File: src/rtl/pfb_pkg.sv
`timescale 1ns/1ps
package pfb_pkg;

  typedef enum logic {
    FS_HALF = 1'b0,
    FS_WORD = 1'b1
  } fsize_e;

  function automatic logic [31:0] pick_fetch(input logic [31:0] word,
                                             input logic        is_word,
                                             input logic        upper);
    if (is_word)    return word;
    else if (upper) return {16'h0000, word[31:16]};
    else            return {16'h0000, word[15:0]};
  endfunction

endpackage

File: src/rtl/pfb_entries.sv
`timescale 1ns/1ps
module pfb_entries #(
  parameter int WORD_AW = 14,
  parameter int N_ENT   = 2,
  parameter int DW      = 32
) (
  input  logic               clk,
  input  logic               rst,
  input  logic               clr,
  input  logic               wr_en,
  input  logic [WORD_AW-1:0] wr_word,
  input  logic [DW-1:0]      wr_data,
  input  logic [WORD_AW-1:0] look_word,
  output logic               look_hit,
  output logic [DW-1:0]      look_data,
  input  logic [WORD_AW-1:0] next_word,
  output logic               next_hit
);
  localparam int IW = (N_ENT > 1) ? $clog2(N_ENT) : 1;

  logic [N_ENT-1:0]   vld;
  logic [WORD_AW-1:0] tag [N_ENT];
  logic [DW-1:0]      dat [N_ENT];
  logic [N_ENT-1:0]   look_m, next_m;
  logic [IW-1:0]      victim;
  logic               vfound;
  logic [WORD_AW-1:0] pred_word;

  assign pred_word = wr_word - 1'b1;

  // Replacement: a free entry first, otherwise any entry that does not hold
  // the predecessor of the incoming word (the one the core is running in).
  always_comb begin
    victim = '0;
    vfound = 1'b0;
    for (int i = 0; i < N_ENT; i++) begin
      if (!vfound && !vld[i]) begin
        victim = IW'(i);
        vfound = 1'b1;
      end
    end
    for (int i = 0; i < N_ENT; i++) begin
      if (!vfound && tag[i] != pred_word) begin
        victim = IW'(i);
        vfound = 1'b1;
      end
    end
  end

  always_ff @(posedge clk) begin
    if (rst || clr) begin
      vld <= '0;
    end else if (wr_en) begin
      for (int i = 0; i < N_ENT; i++)
        if (victim == IW'(i)) vld[i] <= 1'b1;
    end
  end

  always_ff @(posedge clk) begin
    if (wr_en) begin
      for (int i = 0; i < N_ENT; i++) begin
        if (victim == IW'(i)) begin
          tag[i] <= wr_word;
          dat[i] <= wr_data;
        end
      end
    end
  end

  for (genvar g = 0; g < N_ENT; g++) begin : g_match
    assign look_m[g] = vld[g] && (tag[g] == look_word);
    assign next_m[g] = vld[g] && (tag[g] == next_word);
  end

  always_comb begin
    look_data = '0;
    for (int i = 0; i < N_ENT; i++)
      if (look_m[i]) look_data = look_data | dat[i];
  end

  assign look_hit = |look_m;
  assign next_hit = |next_m;

endmodule

File: src/rtl/pfb_flash_seq.sv
`timescale 1ns/1ps
module pfb_flash_seq #(
  parameter int WORD_AW = 14,
  parameter int WS_W    = 4
) (
  input  logic               clk,
  input  logic               rst,
  input  logic               issue,
  input  logic [WORD_AW-1:0] issue_word,
  input  logic [WS_W-1:0]    wait_states,
  input  logic               cancel,
  output logic               busy,
  output logic [WORD_AW-1:0] busy_word,
  output logic               done,
  output logic               fl_rd,
  output logic [WORD_AW-1:0] fl_addr
);
  logic              busy_q, kill_q, rd_q;
  logic [WS_W-1:0]   cnt_q;
  logic [WORD_AW-1:0] addr_q;
  logic              last;

  assign last = busy_q && (cnt_q == '0);

  always_ff @(posedge clk) begin
    if (rst) begin
      busy_q <= 1'b0;
      kill_q <= 1'b0;
      rd_q   <= 1'b0;
      cnt_q  <= '0;
      addr_q <= '0;
    end else begin
      rd_q <= issue;
      if (issue) begin
        busy_q <= 1'b1;
        kill_q <= 1'b0;
        cnt_q  <= wait_states;
        addr_q <= issue_word;
      end else if (busy_q) begin
        if (last) begin
          busy_q <= 1'b0;
          kill_q <= 1'b0;
        end else begin
          cnt_q <= cnt_q - 1'b1;
          if (cancel) kill_q <= 1'b1;
        end
      end
    end
  end

  assign busy      = busy_q;
  assign busy_word = addr_q;
  assign done      = last && !kill_q;
  assign fl_rd     = rd_q;
  assign fl_addr   = addr_q;

endmodule

File: src/rtl/fetch_prefetch_buf.sv
`timescale 1ns/1ps
module fetch_prefetch_buf #(
  parameter int ADDR_W = 16,
  parameter int WS_W   = 4
) (
  input  logic              clk,
  input  logic              rst,
  input  logic              cpu_req,
  input  logic [ADDR_W-1:0] cpu_addr,
  input  logic              cpu_size,
  output logic              cpu_ready,
  output logic [31:0]       cpu_rdata,
  input  logic [WS_W-1:0]   wait_states,
  output logic              fl_rd,
  output logic [ADDR_W-3:0] fl_addr,
  input  logic [31:0]       fl_rdata
);
  import pfb_pkg::*;

  localparam int WORD_AW = ADDR_W - 2;
  localparam int N_ENT   = 2;

  logic               ready_q;
  logic [31:0]        rdata_q;
  logic [WORD_AW-1:0] req_word, nxt_word, iss_word;
  logic               active, hit, nxt_hit, serve, pend_match;
  logic               miss_go, pf_go, cancel, issue;
  logic               sq_busy, sq_done;
  logic [WORD_AW-1:0] sq_word;
  logic [31:0]        hit_data;
  logic               unused_addr_b0;

  assign unused_addr_b0 = cpu_addr[0];
  assign req_word = cpu_addr[ADDR_W-1:2];
  assign nxt_word = req_word + 1'b1;

  // The held request is ignored while its ready is being shown.
  assign active     = cpu_req && !ready_q;
  assign serve      = active && hit;
  assign pend_match = sq_busy && (sq_word == req_word);
  assign miss_go    = active && !hit && !sq_busy;
  assign cancel     = active && !hit && sq_busy && !pend_match;
  assign pf_go      = serve && !sq_busy && !nxt_hit;
  assign issue      = miss_go || pf_go;
  assign iss_word   = miss_go ? req_word : nxt_word;

  pfb_entries #(.WORD_AW(WORD_AW), .N_ENT(N_ENT), .DW(32)) u_ent (
    .clk       (clk),
    .rst       (rst),
    .clr       (miss_go),
    .wr_en     (sq_done),
    .wr_word   (sq_word),
    .wr_data   (fl_rdata),
    .look_word (req_word),
    .look_hit  (hit),
    .look_data (hit_data),
    .next_word (nxt_word),
    .next_hit  (nxt_hit)
  );

  pfb_flash_seq #(.WORD_AW(WORD_AW), .WS_W(WS_W)) u_seq (
    .clk         (clk),
    .rst         (rst),
    .issue       (issue),
    .issue_word  (iss_word),
    .wait_states (wait_states),
    .cancel      (cancel),
    .busy        (sq_busy),
    .busy_word   (sq_word),
    .done        (sq_done),
    .fl_rd       (fl_rd),
    .fl_addr     (fl_addr)
  );

  always_ff @(posedge clk) begin
    if (rst) begin
      ready_q <= 1'b0;
      rdata_q <= '0;
    end else begin
      ready_q <= serve;
      if (serve)
        rdata_q <= pick_fetch(hit_data, cpu_size == FS_WORD, cpu_addr[1]);
    end
  end

  assign cpu_ready = ready_q;
  assign cpu_rdata = rdata_q;

endmodule

File: config.mk
export PLATFORM = sky130hd
export DESIGN_NAME = fetch_prefetch_buf
export DESIGN_NICKNAME = d
export VERILOG_FILES = /design/src/rtl/pfb_pkg.sv /design/src/rtl/pfb_entries.sv /design/src/rtl/pfb_flash_seq.sv /design/src/rtl/fetch_prefetch_buf.sv
export SDC_FILE = /design/constraint.sdc
export NUM_CORES = 1
export LEC_CHECK = 0
export BUFFER_PORTS_ARGS = -buffer_cell sky130_fd_sc_hd__buf_4
export CELL_PAD_IN_SITES_DETAIL_PLACEMENT = 2
export CELL_PAD_IN_SITES_GLOBAL_PLACEMENT = 2
export CORE_UTILIZATION = 43
export CTS_BUF_LIST = sky130_fd_sc_hd__clkbuf_2
export DETAILED_ROUTE_END_ITERATION = 16
export GPL_ROUTABILITY_DRIVEN = 0
export PLACE_DENSITY = 0.95
export SETUP_SLACK_MARGIN = 0.3
export SYNTH_ARGS = -nofsm -noshare
export SYNTH_HDL_FRONTEND = slang
export SYNTH_HIERARCHICAL = 1
export SYNTH_SLANG_ARGS = --single-unit
File: constraint.sdc
create_clock -name clk -period 13.2 [get_ports clk]
set_input_delay 0 -clock clk [delete_from_list [all_inputs] [get_ports clk]]
set_output_delay 0 -clock clk [all_outputs]
set_load 0.02 [all_outputs]
* Word-level counts from Yosys, hierarchy flattened
Memory sizes are Yosys's and may differ from the RTL's.
Index checks and enable logic that the tools add are counted.
** Storage, ports and cells
- Output and inout port bits :: 48
- RAM bits :: 92
- Memories kept :: 2
- Bits of input ports :: 56
- Word-level logic and storage cells :: 96
- Register bits after elaboration :: 56
** Operators by class
- Reductions and logical operators :: 41
- Equal/unequal tests :: 8
- Muxes and demuxes :: 31
- Add/subtract/negate cells :: 3
- Bitwise gates (word level) :: 2
** Memories
- u_ent.dat :: words 2, width 32, rd ports 2, clocked after memory_dff 0, write ports 1, RTL line pfb_entries.sv:23 : logic [DW-1:0] dat [N_ENT];
- u_ent.tag :: words 2, width 14, rd ports 2, clocked after memory_dff 0, write ports 1, RTL line pfb_entries.sv:22 : logic [WORD_AW-1:0] tag [N_ENT];
** Operators by type and width (count)
- 32-bit 2-to-1 mux :: 4
- 14-bit == test :: 5
- 32-bit bitwise OR :: 1
- 32-bit OR reduction :: 1
- 14-bit 2-to-1 mux :: 2
- 14-bit inequality test :: 2
- 1-bit 2-to-1 mux :: 21
- 1-bit logical AND :: 18
- 16-bit 2-to-1 mux :: 1
- 14-bit by 1-bit adder with 14-bit output (second input constant) :: 1
- 14-bit OR reduction :: 1
- 14-bit by 1-bit subtractor with 14-bit output (second input constant) :: 1
- 4-bit 2-to-1 mux :: 3
- 1-bit zero test :: 9
- 2-bit AND reduction :: 4
- 2-bit OR reduction :: 3
- 4-bit zero test :: 1
- 2-bit nonzero test :: 2
- 4-bit by 1-bit subtractor with 4-bit output (second input constant) :: 1
- 1-bit logical OR :: 2
- 2-bit by 1-bit inequality test with 1-bit output (second input constant) :: 1
- 1-bit inverter :: 1

* Longest topological paths before layout
Gate-level depths: netlist of run 1.
- Word-level depth :: 14
- Gate-level depth with buffers :: 14
- Mapped depth without buffers :: 13

* Modules after synthesis
The synthesis of run 1 kept the hierarchy.
** Modules (own cells, without submodules)
- pfb_entries :: cells each 336, area an instance 4662.0 um^2, times used 1
- fetch_prefetch_buf :: cells each 207, area an instance 1903.1 um^2, times used 1
- pfb_flash_seq :: cells each 101, area an instance 974.7 um^2, times used 1

* Worst setup path after synthesis of run 1
OpenSTA, ideal clock, no wires.
- Path type :: flip-flop to flip-flop
- From :: register u_seq.addr_q[0], in the netlist u_seq/busy_word[0]
- To :: memory u_ent.dat[0][0], enable pin
- Required time :: 12.680 ns
- Clock period less this slack :: 6.143 ns
- Slack :: 7.057 ns
- Setup time :: 0.520 ns
- Arrival time :: 5.623 ns
- Path buffers :: 1
- Stages on the path, launching flop included :: 11
- Path through :: dfxtp_1 -> inv_1 -> ha_1 -> or4b_1 -> clkbuf_1 -> nor4b_2 -> xnor2_1 -> nand2_1 -> nor4_1 -> o41ai_2 -> a21boi_0
** On the way
- Word-level cells in the longest chain between the ends :: 12
** RTL lines
- start, declared :: RTL line pfb_flash_seq.sv:20 : logic [WORD_AW-1:0] addr_q;
- start signal, assigned :: RTL line pfb_flash_seq.sv:38 : addr_q <= issue_word;
- 14-bit by 1-bit subtractor with 14-bit output * :: RTL line pfb_entries.sv:29 : assign pred_word = wr_word - 1'b1;
- 14-bit inequality test :: RTL line pfb_entries.sv:43 : if (!vfound && tag[i] != pred_word) begin
- 1-bit logical AND :: RTL line pfb_entries.sv:43
- 1-bit 2-to-1 mux :: RTL line pfb_entries.sv:43
- 1-bit zero test :: RTL line pfb_entries.sv:43
- 1-bit logical AND :: RTL line pfb_entries.sv:43
- 1-bit 2-to-1 mux * :: RTL line pfb_entries.sv:43
- 1-bit 2-to-1 mux :: RTL line pfb_entries.sv:62 : if (victim == IW'(i)) begin
- 1-bit 2-to-1 mux :: RTL line pfb_entries.sv:60 : if (wr_en) begin
- 1-bit 2-to-1 mux (implied by the code) :: RTL line pfb_entries.sv:64 : dat[i] <= wr_data;
- 32-bit OR reduction (no line)
- 1-bit 2-to-1 mux (no line)
- end, declared :: RTL line pfb_entries.sv:23
Mark *: on every way between the ends. The rest lies on a longest branch, timed or not.

* Worst setup path after layout of run 1
- From :: register u_seq.addr_q[0], in the netlist u_seq/busy_word[0]
- To :: memory u_ent.tag[1][1], in the netlist u_ent/tag[0][15], enable pin
** On the way
- Word-level cells in the longest chain between the ends :: 12
** RTL lines
- 14-bit by 1-bit subtractor with 14-bit output * :: RTL line pfb_entries.sv:29
- 14-bit inequality test :: RTL line pfb_entries.sv:43
- 1-bit logical AND :: RTL line pfb_entries.sv:43
- 1-bit 2-to-1 mux :: RTL line pfb_entries.sv:43
- 1-bit zero test :: RTL line pfb_entries.sv:43
- 1-bit logical AND :: RTL line pfb_entries.sv:43
- 1-bit 2-to-1 mux * :: RTL line pfb_entries.sv:43
- 1-bit 2-to-1 mux :: RTL line pfb_entries.sv:62
- 1-bit 2-to-1 mux :: RTL line pfb_entries.sv:60
- 1-bit 2-to-1 mux (implied by the code) :: RTL line pfb_entries.sv:63 : tag[i] <= wr_word;
- 14-bit OR reduction (no line)
- 1-bit 2-to-1 mux (no line)
- end, declared :: RTL line pfb_entries.sv:22
Marked as above.

==> results of run 1 <==
==> worst max-delay path: stages (launching register included) <==
cell and delay (ns):
dfxtp_1 0.51, inv_1 0.15, ha_1 0.26, or4b_1 0.71, nor4b_2 0.62, o32ai_1 0.25
or4_1 0.60, o41ai_2 0.61, and3_2 1.18
==> placed cells by master (no fill, tap or decap), types with 2 or more instances in the layout <==
master         instances
clkinv_4               2
a211oi_1              17
xnor2_1              106
dfxtp_1               56
nor4_1                 6
nand4_1               22
inv_1                  9
edfxtp_1              92
buf_4                108
inv_6                  6
nand2_1               24
clkbuf_2              17
nor3_1                13
nor4b_1                5
or2_2                  2
nand2b_1               7
mux2i_1               31
xnor3_1                2
or4_1                  5
a22o_1                48
dlygate4sd3_1        106
o211a_1                2
nand3_1               12
ha_1                   4
inv_8                  3
xor2_1                18
nor2_1                49
o21ai_0                4
a21oi_1                8
nor2b_1                4
a221oi_1               2
nor4_2                 3
clkinvlp_4             2
nor3b_1                4
==> per-layer routing <==
metal | share of wire [%] | vias to the layer above
met3 | 5.8 | 127
li1 | - | 2713
met5 | 0 | -
met2 | 51 | 377
met1 | 38 | 3362
met4 | 5.5 | 0
==> sequential cells by signal, indices dropped and copies added, names as in the netlist <==
name	count
cpu_rdata	32
cpu_ready	1
u_ent/dat	64
u_ent/tag	28
u_ent/vld	2
u_seq/busy	1
u_seq/busy_word	14
u_seq/cnt_q	4
u_seq/fl_rd	1
u_seq/kill_q	1
==> cells by family after synthesis <==
logic type	Yosys count	synth area share (%)
mux	31	4.116
compound gates	100	11.09
flops	148	51.51
simple gates	172	12.70
fa+ha+maj	4	0.6638
buf+inv	63	4.929
xor+xnor	126	15.00
==> final timing paths <==
check                       endpoint  slack, ns  cells after the start
setup / recovery    u_ent/tag[0][15]       7.95                      8
hold / removal    u_seq/busy_word[8]       0.30                      3
hold reg to reg        cpu_rdata[21]       0.54                      1
setup reg to reg    u_ent/tag[0][15]       7.95                      8
==> Yosys cell counts, types with 6 or more instances <==
cell	number	area share [%]
inv_1	9	0.45
nand2b_1	7	0.58
buf_2	11	0.73
dfxtp_1	56	15
a21oi_1	8	0.53
nand4_1	22	1.8
nand3_1	12	0.80
clkbuf_1	14	0.70
nor3_1	13	0.86
edfxtp_1	92	37
a211oi_1	18	1.8
xor2_1	18	2.1
xnor2_1	106	12
a22o_1	48	5.6
buf_6	6	0.90
nor2_1	49	2.4
nor4_1	8	0.66
buf_4	19	1.9
mux2i_1	31	4.1
nand2_1	24	1.2
==> final cells by class <==
| cell class | count | area, µm² | share of cell area, % |
|---|---|---|---|
| sequential | 148 | 3884 | 40.35 |
| inverter | 10 | 40.04 | 0.4160 |
| multi-input combinational | 433 | 3322 | 34.52 |
| timing repair buffer | 214 | 1872 | 19.45 |
| clock buffer | 17 | 85.08 | 0.8840 |
| tap | 225 | 281.5 | 2.925 |
| clock inverter | 15 | 140.1 | 1.456 |
==> metrics by stage <==
step                setup slack [ns]  hold slack (ns)  util, %  area (µm²)
finish                         7.946           0.2962    55.84        9624
global route                   7.932           0.2612    55.84        9624
CTS                            8.063           0.2301    55.84        9624
detailed placement             8.217           0.1903    48.37        8338
global placement               8.552           0.1863    48.37        8338
floorplan                      7.057          0.07679        -        7540
==> power by group through the flow <==
stage | clock network, mW | registers [mW] | logic (mW)
CTS | 0.262 | 0.533 | 0.193
detailed placement | 0 | 0.542 | 0.163
global placement | 0 | 0.539 | 0.149
floorplan | 0 | 0.531 | 0.115
finish | 0.282 | 0.536 | 0.210
global route | 0.298 | 0.537 | 0.217
==> run summary, run 1 <==
Critical Path Source: u_seq/busy_word[0]
busiest layer in global routing: met2
Final TNS setup: 0 ns
Chip Height: 134.4 µm
post-DR vias/cell: 6.195
startpoint types: flop
Ys Warns: 6
worst r2r src: u_seq/busy_word[0]
Worst Path Max Fanout: 46
post-synthesis sequential area ratio: 51.51%
Post-synth EDFFs: 92
Final Cycle Share: 39.80%
Gate power share: 20.4%
placed wire-length estimate after detailed placement: 18580 µm
Critical Path Sink Type: flop
antenna-violating nets left: 0
endpoints failing setup: 0
path type of the worst min-delay path: input pin to flop
Leak: 3.533 nW
Reg clk slew, reported paths: 0.29 ns
vias in the first global route: 7236
Ports: 104
Psw: 0.3667 mW
worst IR drop on VDD: 0.04999 mV
first-pass GRT wire length: 49420 µm
Clk Latency, worst-skew pair: 0.81 ns
instance count of the mapped netlist: 644
first drt pass iteration count: 6
Synth-to-Final Area Change: 27.65%
met2 Use GR: 67.99%
RSZ-0062 raised after global routing: no
row cnt: 48
Pint: 0.6609 mW
Final Skew: 0.05257 ns
clock sinks: 148
Max H-tree Level: 4
CTS Buffer Depth: 2
Setup Buffers After CTS: 0
P per Cell Area: 106.8 nW/µm²
initial antenna violation count: 0
CTS tree: built
clock power share: 27.4%
Yosys reg bits: 148
Unique masters post-synth: 67
routed wire length: 33840 µm
Worst slew margin: 12.54%
Reg power frac: 52.1%
hold buffer count at CTS: 106
switch share: 35.68%
CP Class: flop to flop
Vias: 6579
initial DRC count: 554
Mapped Avg Cell Area: 11.71 µm²
CTS root buf: clkbuf_2
Nets: 884
Worst Path Required: 13.62 ns
max cap viols: 0
post-cts resize count: 0
hold path start: rst
WL/cell: 31.87 µm
FFs w/ async S/R, synth: 0%
number of CTS-inserted buffers: 17
Overflow after GRT: 0
met3 track demand over resource: 8.390%
Final Hold Fails: 0
Antenna Cells: 0
die area: 18070 µm²
Die Wd: 134.4 µm
Primary FF master, synth: edfxtp_1
syn_nets: 704
share of layout cells above drive strength 1: 19.35%
overall routing resource usage: 38.31%
fill cell count: 1664
f_max: 0.1903 GHz
cell area after synthesis: 7540 µm²
Port Buffer Count: 102
Placed Cells: 924
Core ar.: 17240 µm²
Slew @ Worst Pin: 1.312 ns
Starting Density: 43.74%
drt drc: 0
Finished Layout Cells: 1062
Slew Viols, Final: 0
status: complete, no violations
Design Power: 1.028 mW
Final Critical Period: 5.254 ns
Worst Path Arrival: 5.67 ns
M1 GR Usage: 42.58%
largest net degree at the start of global routing: 47
(Power assumes the default switching activity.)
==> run 2: changes to the inputs <==
--- a/config.mk
+++ b/config.mk
@@ -8,7 +8,7 @@
 export BUFFER_PORTS_ARGS = -buffer_cell sky130_fd_sc_hd__buf_4
 export CELL_PAD_IN_SITES_DETAIL_PLACEMENT = 2
 export CELL_PAD_IN_SITES_GLOBAL_PLACEMENT = 2
-export CORE_UTILIZATION = 43
+export CORE_UTILIZATION = 40
 export CTS_BUF_LIST = sky130_fd_sc_hd__clkbuf_2
 export DETAILED_ROUTE_END_ITERATION = 16
 export GPL_ROUTABILITY_DRIVEN = 0
==> constraint.sdc (replaced) <==
create_clock -name clk -period 5.4 [get_ports clk]
set_input_delay 0 -clock clk [delete_from_list [all_inputs] [get_ports clk]]
set_output_delay 0 -clock clk [all_outputs]
set_load 0.02 [all_outputs]
==> run summary, run 2 (same netlist as run 1, synthesis figures left out) <==
status: complete, no violations
Critical Path Max Stage Delay: 0.61 ns
Port Buffer Count: 102
Chip Height: 139.3 µm
wire length on met2: 16880 µm
Top Layer Used: met4
commonest non-fill, non-tap cell in the layout: buf_4
initial DRC count: 379
Worst Path Required: 6.12 ns
vias in the first global route: 7263
Max H-tree Level: 4
worst-path cell chain: xnor2_1 -> nand4_1 -> nor4_2 -> buf_4 -> or2_2 -> or3_1 -> inv_4 -> nor4_2 -> nand4_1 -> xnor2_1 -> dlygate4sd3_1 -> mux2i_1 -> nor2_1 -> dlygate4sd3_1
drt drc: 0
Final TNS setup: 0 ns
Worst slew margin: 19.35%
post-DR vias/cell: 5.959
Final Util: 53.00%
Crit path max-delay family: simple AND/OR/NAND/NOR gates
Overflow after GRT: 0
Leak: 3.536 nW
WL/cell: 30.19 µm
RSZ-0062 raised after global routing: no
Worst Path Max Fanout: 33
hold path start: rst
first drt pass iteration count: 4
Nets: 884
path type of the worst min-delay path: input pin to flop
Slew @ Worst Pin: 1.210 ns
largest net degree at the start of global routing: 44
Buf+Inv Stages, Crit Path: 4
f_max: 0.2054 GHz
routed wl met3: 1620 µm
Hold Path Stages: 3
Top reg by flops: u_ent/dat
CTS tree: built
CTS Buffer Depth: 2
endpoints failing setup: 0
Antenna Cells: 0
Final Hold Fails: 0
first-pass GRT wire length: 48070 µm
end of the worst hold path: u_seq/busy_word[3]
Slew Viols, Final: 0
startpoint types: flop
Ports: 104
CP max-delay cell: edfxtp_1
Starting Density: 41.41%
most frequent cells in the layout: 107 x buf_4, 106 x xnor2_1, 106 x dlygate4sd3_1
Critical Path Sink Type: flop
die area: 19400 µm²
Final Critical Period: 4.870 ns
antenna-violating nets left: 0
overall routing resource usage: 34.10%
worst r2r src: u_ent/tag[0][5]
Final Skew: 0.06073 ns
CTS root buf: clkbuf_2
max reg flops: 64
initial antenna violation count: 0
clock sinks: 148
M1 WL: 11850 µm
RR Endpoint: u_seq/busy_word[11]
number of CTS-inserted buffers: 17
worst IR drop on VDD: 0.1314 mV
CP Class: flop to flop
Clk Latency, worst-skew pair: 0.82 ns
Vias: 6352
P per Cell Area: 257.8 nW/µm²
Die Wd: 139.3 µm
Reg clk slew, reported paths: 0.28 ns
max cap viols: 0
routed wire length: 32180 µm
share of layout cells above drive strength 1: 19.24%
Final Cycle Share: 90.18%
Setup Buffers After CTS: 0
Core ar.: 18210 µm²
row cnt: 49
setup slack, reg-to-reg: 0.53 ns
Worst R2R Path Depth: 14
placed wire-length estimate after detailed placement: 18190 µm
Synth-to-Final Area Change: 28.00%
Worst Path Arrival: 5.59 ns
## run 2: tightest hold or removal path, stage by stage
cell and delay (ns):
dlygate4sd3_1 0.55, buf_4 0.33, nor2_1 0.19
## run 2: power breakdown
part	switching (mW)	internal, mW	total (mW)	leakage [nW]
Clock	0.508	0.181	0.689	0.134
Combinational	0.268	0.224	0.493	2.11
Sequential	0.0627	1.24	1.31	1.29
## run 2: what timing repair did
action,4_1_cts,5_1_grt
hold buffers,105,1
hold endpoints to repair,120,1
resized for setup,0,0
## run 2: worst max-delay path by stage
stage | cells after the start | from | endpoint | slack [ns]
CTS | 14 | u_ent/tag[0][5] | u_seq/busy_word[11] | 0.75
global route | 14 | u_ent/tag[0][5] | u_seq/busy_word[11] | 0.31
floorplan | 10 | u_seq/busy_word[0] | u_ent/dat[0][0] | 0.47
detailed placement | 9 | u_seq/busy_word[0] | u_ent/dat[0][51] | 0.84
global placement | 9 | u_seq/busy_word[0] | u_ent/dat[0][51] | 1.21
finish | 14 | u_ent/tag[0][5] | u_seq/busy_word[11] | 0.53
## run 2: layer usage
layer	GRT usage (%)	vias up
li1	-	2701
met5	0	-
met3	7.089	103
met1	36.72	3259
met2	61.54	289
met4	20.35	0
## run 2: layout make-up
type                            count  area, µm²
Clock buffer                       17      85.08
Tap cell                          229      286.5
Multi-Input combinational cell    433       3324
Fill cell                        1759       8558
Timing Repair Buffer              214       1884
Inverter                           10      40.04
Sequential cell                   148       3884
Clock inverter                     15      146.4
## run 2: metrics by stage
stage | hold slack, ns | instances | total power [mW] | setup WS (ns) | instance area (µm²)
floorplan | 0.07679 | 644 | 1.579 | 0.4727 | 7540
global placement | 0.1864 | 928 | 1.681 | 1.207 | 8356
detailed placement | 0.1897 | 928 | 1.719 | 0.8448 | 8356
CTS | 0.02765 | 1065 | 2.419 | 0.7531 | 9638
global route | 0.2512 | 1066 | 2.564 | 0.3116 | 9651
finish | 0.2884 | 1066 | 2.488 | 0.5304 | 9651
